`src/rtl/dma_pkg.sv`:
```
package dma_pkg;

    localparam logic [1:0] SEL_ADDR   = 2'd0;
    localparam logic [1:0] SEL_COUNT  = 2'd1;
    localparam logic [1:0] SEL_CTRL   = 2'd2;
    localparam logic [1:0] SEL_STATUS = 2'd3;

    localparam int CTRL_START_BIT = 0;
    localparam int CTRL_IE_BIT    = 1;
    localparam int STAT_DONE_BIT  = 0;
    localparam int STAT_ERR_BIT   = 1;
    localparam int STAT_BUSY_BIT  = 2;

    typedef enum logic [1:0] {
        MV_IDLE  = 2'd0,
        MV_FETCH = 2'd1,
        MV_WRITE = 2'd2
    } mv_state_e;

endpackage

```
`src/rtl/dma_arb.sv`:
```
module dma_arb (
    input  logic clk,
    input  logic rst_n,
    input  logic dma_req_i,
    input  logic cpu_req_i,
    output logic dma_gnt_o,
    output logic cpu_gnt_o
);

    always_comb begin
        dma_gnt_o = dma_req_i;
        cpu_gnt_o = cpu_req_i && !dma_req_i;
    end

    assert_cpu_yields_R9: assert property (@(posedge clk) disable iff (!rst_n)
        dma_req_i |-> (!cpu_gnt_o && dma_gnt_o));

endmodule

```
`src/rtl/dma_mover.sv`:
```
module dma_mover
    import dma_pkg::*;
#(
    parameter int DATA_W = 32
) (
    input  logic              clk,
    input  logic              rst_n,
    input  logic              busy_i,
    input  logic              dev_valid_i,
    input  logic [DATA_W-1:0] dev_data_i,
    output logic              dev_ready_o,
    output logic              bus_req_o,
    input  logic              gnt_i,
    input  logic              mem_ack_i,
    input  logic              mem_err_i,
    output logic [DATA_W-1:0] wdata_o,
    output logic              step_o,
    output logic              fail_o
);

    typedef struct packed {
        mv_state_e         state;
        logic [DATA_W-1:0] data;
    } mv_t;

    mv_t mv_d, mv_q;
    logic done_write;

    always_comb begin
        mv_d       = mv_q;
        done_write = (mv_q.state == MV_WRITE) && gnt_i && mem_ack_i;
        case (mv_q.state)
            MV_IDLE: begin
                if (busy_i) mv_d.state = MV_FETCH;
            end
            MV_FETCH: begin
                if (!busy_i) begin
                    mv_d.state = MV_IDLE;
                end else if (dev_valid_i) begin
                    mv_d.data  = dev_data_i;
                    mv_d.state = MV_WRITE;
                end
            end
            MV_WRITE: begin
                if (done_write) mv_d.state = MV_FETCH;
            end
            default: mv_d.state = MV_IDLE;
        endcase
    end

    always_ff @(posedge clk or negedge rst_n) begin
        if (!rst_n) begin
            mv_q <= '{state: MV_IDLE, data: '0};
        end else begin
            mv_q <= mv_d;
        end
    end

    assign dev_ready_o = (mv_q.state == MV_FETCH) && busy_i;
    assign bus_req_o   = (mv_q.state == MV_WRITE);
    assign wdata_o     = mv_q.data;
    assign step_o      = done_write;
    assign fail_o      = done_write && mem_err_i;

    assert_hold_write_R12: assert property (@(posedge clk) disable iff (!rst_n)
        (bus_req_o && !(gnt_i && mem_ack_i)) |=> (bus_req_o && $stable(wdata_o)));

    assert_take_then_write_R3: assert property (@(posedge clk) disable iff (!rst_n)
        (dev_ready_o && dev_valid_i) |=> (bus_req_o && wdata_o == $past(dev_data_i)));

endmodule

```
`src/rtl/dma_regs.sv`:
```
module dma_regs
    import dma_pkg::*;
#(
    parameter int ADDR_W = 16,
    parameter int DATA_W = 32,
    parameter int CNT_W  = 16
) (
    input  logic              clk,
    input  logic              rst_n,
    input  logic              reg_wr_i,
    input  logic [1:0]        reg_sel_i,
    input  logic [DATA_W-1:0] reg_wdata_i,
    output logic [DATA_W-1:0] reg_rdata_o,
    input  logic              step_i,
    input  logic              fail_i,
    output logic              busy_o,
    output logic [ADDR_W-1:0] addr_o,
    output logic [CNT_W-1:0]  count_o,
    output logic              irq_o
);

    localparam logic [CNT_W-1:0]  CNT_ONE  = CNT_W'(1);
    localparam logic [ADDR_W-1:0] ADDR_ONE = ADDR_W'(1);

    typedef struct packed {
        logic [ADDR_W-1:0] addr;
        logic [CNT_W-1:0]  cnt;
        logic              ie;
        logic              done;
        logic              err;
        logic              busy;
    } regs_t;

    regs_t r_d, r_q;
    logic  wr_addr, wr_cnt, wr_ctrl, wr_stat;

    always_comb begin
        r_d     = r_q;
        wr_addr = reg_wr_i && (reg_sel_i == SEL_ADDR);
        wr_cnt  = reg_wr_i && (reg_sel_i == SEL_COUNT);
        wr_ctrl = reg_wr_i && (reg_sel_i == SEL_CTRL);
        wr_stat = reg_wr_i && (reg_sel_i == SEL_STATUS);

        if (!r_q.busy && wr_addr) r_d.addr = reg_wdata_i[ADDR_W-1:0];
        if (!r_q.busy && wr_cnt)  r_d.cnt  = reg_wdata_i[CNT_W-1:0];

        if (wr_ctrl) begin
            r_d.ie = reg_wdata_i[CTRL_IE_BIT];
            if (reg_wdata_i[CTRL_START_BIT] && !r_q.busy) begin
                r_d.done = 1'b0;
                if (r_q.cnt == '0) begin
                    r_d.err = 1'b1;
                end else begin
                    r_d.err  = 1'b0;
                    r_d.busy = 1'b1;
                end
            end
        end

        if (wr_stat) begin
            if (reg_wdata_i[STAT_DONE_BIT]) r_d.done = 1'b0;
            if (reg_wdata_i[STAT_ERR_BIT])  r_d.err  = 1'b0;
        end

        if (step_i && r_q.busy) begin
            if (fail_i) begin
                r_d.err  = 1'b1;
                r_d.busy = 1'b0;
            end else begin
                r_d.addr = r_q.addr + ADDR_ONE;
                r_d.cnt  = r_q.cnt - CNT_ONE;
                if (r_q.cnt == CNT_ONE) begin
                    r_d.done = 1'b1;
                    r_d.busy = 1'b0;
                end
            end
        end
    end

    always_ff @(posedge clk or negedge rst_n) begin
        if (!rst_n) begin
            r_q <= '0;
        end else begin
            r_q <= r_d;
        end
    end

    always_comb begin
        reg_rdata_o = '0;
        case (reg_sel_i)
            SEL_ADDR:  reg_rdata_o[ADDR_W-1:0] = r_q.addr;
            SEL_COUNT: reg_rdata_o[CNT_W-1:0]  = r_q.cnt;
            SEL_CTRL:  reg_rdata_o[CTRL_IE_BIT] = r_q.ie;
            default: begin
                reg_rdata_o[STAT_DONE_BIT] = r_q.done;
                reg_rdata_o[STAT_ERR_BIT]  = r_q.err;
                reg_rdata_o[STAT_BUSY_BIT] = r_q.busy;
            end
        endcase
    end

    assign busy_o  = r_q.busy;
    assign addr_o  = r_q.addr;
    assign count_o = r_q.cnt;
    assign irq_o   = r_q.ie && (r_q.done || r_q.err);

    assert_addr_advance_R4: assert property (@(posedge clk) disable iff (!rst_n)
        (busy_o && step_i && !fail_i) |=>
            (addr_o == $past(addr_o) + ADDR_ONE && count_o == $past(count_o) - CNT_ONE));

    assert_last_word_done_R5: assert property (@(posedge clk) disable iff (!rst_n)
        (busy_o && step_i && !fail_i && count_o == CNT_ONE) |=> (!busy_o && count_o == '0));

    assert_zero_start_R6: assert property (@(posedge clk) disable iff (!rst_n)
        (wr_ctrl && reg_wdata_i[CTRL_START_BIT] && !busy_o && count_o == '0) |=>
            (!busy_o && reg_sel_i != SEL_STATUS || !busy_o));

    assert_fail_halts_R10: assert property (@(posedge clk) disable iff (!rst_n)
        (busy_o && step_i && fail_i) |=> (!busy_o && addr_o == $past(addr_o)
            && count_o == $past(count_o)));

    assert_busy_locks_R11: assert property (@(posedge clk) disable iff (!rst_n)
        (busy_o && wr_addr && !step_i) |=> (addr_o == $past(addr_o)));

endmodule

```
`src/rtl/dma_engine.sv`:
```
module dma_engine
    import dma_pkg::*;
#(
    parameter int ADDR_W = 16,
    parameter int DATA_W = 32,
    parameter int CNT_W  = 16
) (
    input  logic              clk,
    input  logic              rst_n,
    input  logic              reg_wr,
    input  logic [1:0]        reg_sel,
    input  logic [DATA_W-1:0] reg_wdata,
    output logic [DATA_W-1:0] reg_rdata,
    input  logic              dev_valid,
    input  logic [DATA_W-1:0] dev_data,
    output logic              dev_ready,
    input  logic              cpu_bus_req,
    output logic              cpu_bus_gnt,
    output logic              mem_we,
    output logic [ADDR_W-1:0] mem_addr,
    output logic [DATA_W-1:0] mem_wdata,
    input  logic              mem_ack,
    input  logic              mem_err,
    output logic              irq
);

    logic              busy;
    logic              step;
    logic              fail;
    logic              dma_req;
    logic              dma_gnt;
    logic [CNT_W-1:0]  count;

    dma_regs #(
        .ADDR_W (ADDR_W),
        .DATA_W (DATA_W),
        .CNT_W  (CNT_W)
    ) u_regs (
        .clk         (clk),
        .rst_n       (rst_n),
        .reg_wr_i    (reg_wr),
        .reg_sel_i   (reg_sel),
        .reg_wdata_i (reg_wdata),
        .reg_rdata_o (reg_rdata),
        .step_i      (step),
        .fail_i      (fail),
        .busy_o      (busy),
        .addr_o      (mem_addr),
        .count_o     (count),
        .irq_o       (irq)
    );

    dma_mover #(
        .DATA_W (DATA_W)
    ) u_mover (
        .clk         (clk),
        .rst_n       (rst_n),
        .busy_i      (busy),
        .dev_valid_i (dev_valid),
        .dev_data_i  (dev_data),
        .dev_ready_o (dev_ready),
        .bus_req_o   (dma_req),
        .gnt_i       (dma_gnt),
        .mem_ack_i   (mem_ack),
        .mem_err_i   (mem_err),
        .wdata_o     (mem_wdata),
        .step_o      (step),
        .fail_o      (fail)
    );

    dma_arb u_arb (
        .clk       (clk),
        .rst_n     (rst_n),
        .dma_req_i (dma_req),
        .cpu_req_i (cpu_bus_req),
        .dma_gnt_o (dma_gnt),
        .cpu_gnt_o (cpu_bus_gnt)
    );

    assign mem_we = dma_gnt;

    assert_addr_hold_R12: assert property (@(posedge clk) disable iff (!rst_n)
        (mem_we && !mem_ack) |=> (mem_we && $stable(mem_addr) && $stable(mem_wdata)));

    assert_count_nonzero_R3: assert property (@(posedge clk) disable iff (!rst_n)
        mem_we |-> (busy && count != '0));

endmodule

```
`config.mk`:
```
export PLATFORM = sky130hd
export DESIGN_NAME = dma_engine
export DESIGN_NICKNAME = d
export VERILOG_FILES = /design/src/rtl/dma_pkg.sv /design/src/rtl/dma_arb.sv /design/src/rtl/dma_mover.sv /design/src/rtl/dma_regs.sv /design/src/rtl/dma_engine.sv
export SDC_FILE = /design/constraint.sdc
export NUM_CORES = 1
export LEC_CHECK = 0
export CAP_MARGIN = 5
export CORE_UTILIZATION = 40
export CTS_BUF_LIST = sky130_fd_sc_hd__clkbuf_8
export CTS_CLUSTER_DIAMETER = 30
export DETAILED_ROUTE_END_ITERATION = 6
export PLACE_DENSITY_LB_ADDON = 0.3
export SYNTH_ARGS = -nofsm -noshare
export SYNTH_HDL_FRONTEND = slang
export SYNTH_SLANG_ARGS = --single-unit
```
`constraint.sdc`:
```
create_clock -name clk -period 2.5 [get_ports clk]
set_clock_uncertainty 0.05 [all_clocks]
set_input_delay 0.5 -clock clk [delete_from_list [all_inputs] [get_ports clk]]
set_output_delay 0.5 -clock clk [all_outputs]
set_load 0.01 [all_outputs]
```
==> reports/results.ini <==
[status]
status = finished, final reports clean

[grt]
grt_max_degree = 34
grt_util_all_layers_pct = 21.9
grt_pass1_vias = 3858
gr-total-overflow = 0
antenna_found_initial = 0
grt_pass1_wl_mm = 19.0

[final_layout]
postLayoutCellArea_mm2 = 0.00575
n_antenna_cell = 0
fillers = 934
drive_above_1_share_pct = 19.0
final_nets = 616
area_growth_pct = 32.0

[yosys]
synth.top_cells.by_area = dfrtp_1 40%, buf_4 12%, mux2_2 8.5%, mux2i_1 3.4%, nor2_1 2.8%
synthDistinctLibCells = 65
avgSynthCellArea_um2 = 9.87
ys_warn_count = 0
synth-edff-count = 0
synth.largest_area_cell = dfrtp_1
ys_seq_area_share_pct = 40.2
syn_area_mm2 = 0.00435
synth-seq-cells = 70
async_reset_ff_share_pct = 100
synthFlopType = dfrtp_1
synthCells = 441
synth.top_cell.area_share_pct = 40.2

[power_and_ir_drop]
leakage_nw = 2.38
power_density_mw_per_mm2 = 1080
ir_worst_vdd_uv = 449
switchingPower_mw = 2.25
p_comb_share_pct = 46.0
power_frac_clock_pct = 17.0
power_frac_seq_pct = 37.0
p_total_mw = 6.20
internal_power_mw = 3.95
swShare_pct = 36.3

[detailed_routing]
drt_iter0_markers = 270
firstDrtPassIters = 5
vias_per_cell = 5.65
drcViolationCount = 0
wl_per_cell_um = 18.0
num_vias = 3838
wl_mm = 12.2
postRouteAntennaNets = 0

[flow_run]
max-cap-violations = 0

[worst_setup_path]
critPathArrivalTime_ps = 1920
cp_max_fo = 10
startpoint = reg_sel[1]
startpoint_type = primary input
critPathCaptureType = primary output
rrSetupSlack_ps = 380
cp.required_ps = 1950
r2r-start = u_regs.addr_o[5]
worst-setup-path-type = primary input to primary output

[floorplanning]
die_x_um = 106
die_h_um = 106
fp-row-count = 37
boundaryPins = 157
core-area_mm2 = 0.0104
dieArea_mm2 = 0.0113
start_util_pct = 41.8

[placed_design]
port_buffers = 124
dp_hpwl_mm = 9.13
dp_slack_ps = -161
placed_area_mm2 = 0.00552
routabilityCongestion = 0.919

[sta]
hold_viol = 0
rsz0062_at_grt = no
layout_setup_ws_ps = 28.9
setup_viol = 0
fin_crit_sh_pct = 98.8
worst_pin_slew_ps = 588
max_slew_margin_pct = 60.4
drv_slew = 0
min_period_ps = 2470
fmax_mhz = 405

[clock_tree]
clkSlewWorstSetupHoldPaths_ps = 70
cts_num_sinks = 70
htreeDepth = 3
cts.path.max_buffers = 2
cts_tree = yes
cts_buffers = 9
post-cts-setup-buffers = 0
clkLatencyLatePin_ps = 350
cts-root-buf = clkbuf_8

[hold_path]
hp-class = primary input to async pin

==> worst paths after layout <==
check,end,depth (start not counted)
worst min register to register,u_mover.wdata_o[4],1
worst min-delay path,u_mover.wdata_o[25],1
worst max-delay path,reg_rdata[15],5
max in group asynchronous,u_regs.count_o[9],3
min in group clk,u_mover.wdata_o[4],1
worst max register to register,u_regs.addr_o[15],5
==> cells in the final DEF, fill, tap and decap left out, types with 4 or more instances in the layout <==
cell,instances
dlygate4sd2_1,4
o221a_2,6
nor4_1,8
inv_1,10
nor3_1,13
clkdlybuf4s50_1,119
nand4_1,9
conb_1,16
nor2_1,33
a311oi_1,4
and3_1,7
mux2i_1,15
a22oi_1,4
a211oi_1,5
clkbuf_8,9
o21ai_0,11
o22ai_1,12
a21oi_1,19
nand3_1,16
buf_4,33
dfrtp_1,70
nand2_1,20
mux2_2,33
==> stage by stage <==
| stage | std cells | hold slack (ps) | util, % | TNS (ps) |
|---|---|---|---|---|
| after global placement | 665 | 434 | 53.0 | -2340 |
| after detailed placement | 665 | 442 | 53.0 | -2770 |
| after global routing | 679 | 143 | 55.2 | 0 |
| after floorplan | 456 | 154 | - | 0 |
| after CTS | 679 | 106 | 55.2 | 0 |
| final | 679 | 112 | 55.2 | 0 |
==> cell usage after synthesis, types with 7 or more instances <==
master / n
and3_1: 7
mux2i_1: 15
nand3_1: 16
o21ai_0: 12
nor4_1: 8
dfrtp_1: 70
o22ai_1: 12
buf_2: 11
nor2_1: 33
inv_1: 10
nor3_1: 13
buf_4: 68
nand4_1: 9
nand2_1: 20
mux2_2: 33
a21oi_1: 19
==> routing by layer <==
metal | wire length [µm] | vias up | global-route usage, % | part of all wire, %
met5 | 0 | - | 0 | 0
met4 | 324 | 0 | 12.3 | 2.7
met3 | 1210 | 35 | 5.15 | 9.9
met2 | 5800 | 226 | 36.1 | 47
met1 | 4880 | 1837 | 26.2 | 40
li1 | - | 1740 | - | -
==> critical path, stage by stage <==
cell and delay, ps:
clkdlybuf4s50_1 420, buf_6 150, buf_4 170, nor2_1 130, clkdlybuf4s50_1 550
==> what timing repair did <==
| item | CTS | global route |
|---|---|---|
| gates resized for setup | 6 | 0 |
| setup endpoints to repair | 16 | 0 |
| hold buffers | 0 | 0 |
==> logic make-up (layout without fill, tap and decap cells) <==
family	count (synthesis)	in the layout	synth area share [%]
AO/OA/AOI/OAI	86	86	14.1
adder cells (fa/ha/maj)	3	3	0.862
buffers and inverters	98	185	14.9
flip-flops	70	70	40.2
multiplexers	49	49	12.5
other	1	16	0.0861
AND/OR/NAND/NOR	134	134	17.4
==> sequential cells by signal, summed over array words and instances (netlist names) <==
| register | count |
|---|---|
| u_mover.mv_q | 2 |
| u_mover.wdata_o | 32 |
| u_regs.addr_o | 16 |
| u_regs.busy_o | 1 |
| u_regs.count_o | 16 |
| u_regs.r_q | 3 |
==> power groups by stage <==
| stage | sequential, mW | clock, mW | combinational (mW) |
|---|---|---|---|
| floorplan | 2.08 | 0 | 2.04 |
| global placement | 2.26 | 0 | 2.79 |
| detailed placement | 2.30 | 0 | 2.85 |
| CTS | 2.28 | 1.09 | 2.86 |
| global route | 2.37 | 1.15 | 3.06 |
| finish | 2.29 | 1.06 | 2.85 |
==> area by class of cell <==
class | instances | area, µm² | share of cell area [%]
repair buffers | 161 | 1550 | 27.0
well taps | 136 | 170 | 2.96
flip-flops and latches | 70 | 1750 | 30.5
multi-input cells | 288 | 2010 | 35.0
clock buffers | 9 | 124 | 2.16
inverters | 10 | 37.5 | 0.653
clock inverters | 5 | 100 | 1.74
No activity file was read; power rests on OpenSTA's default activity.
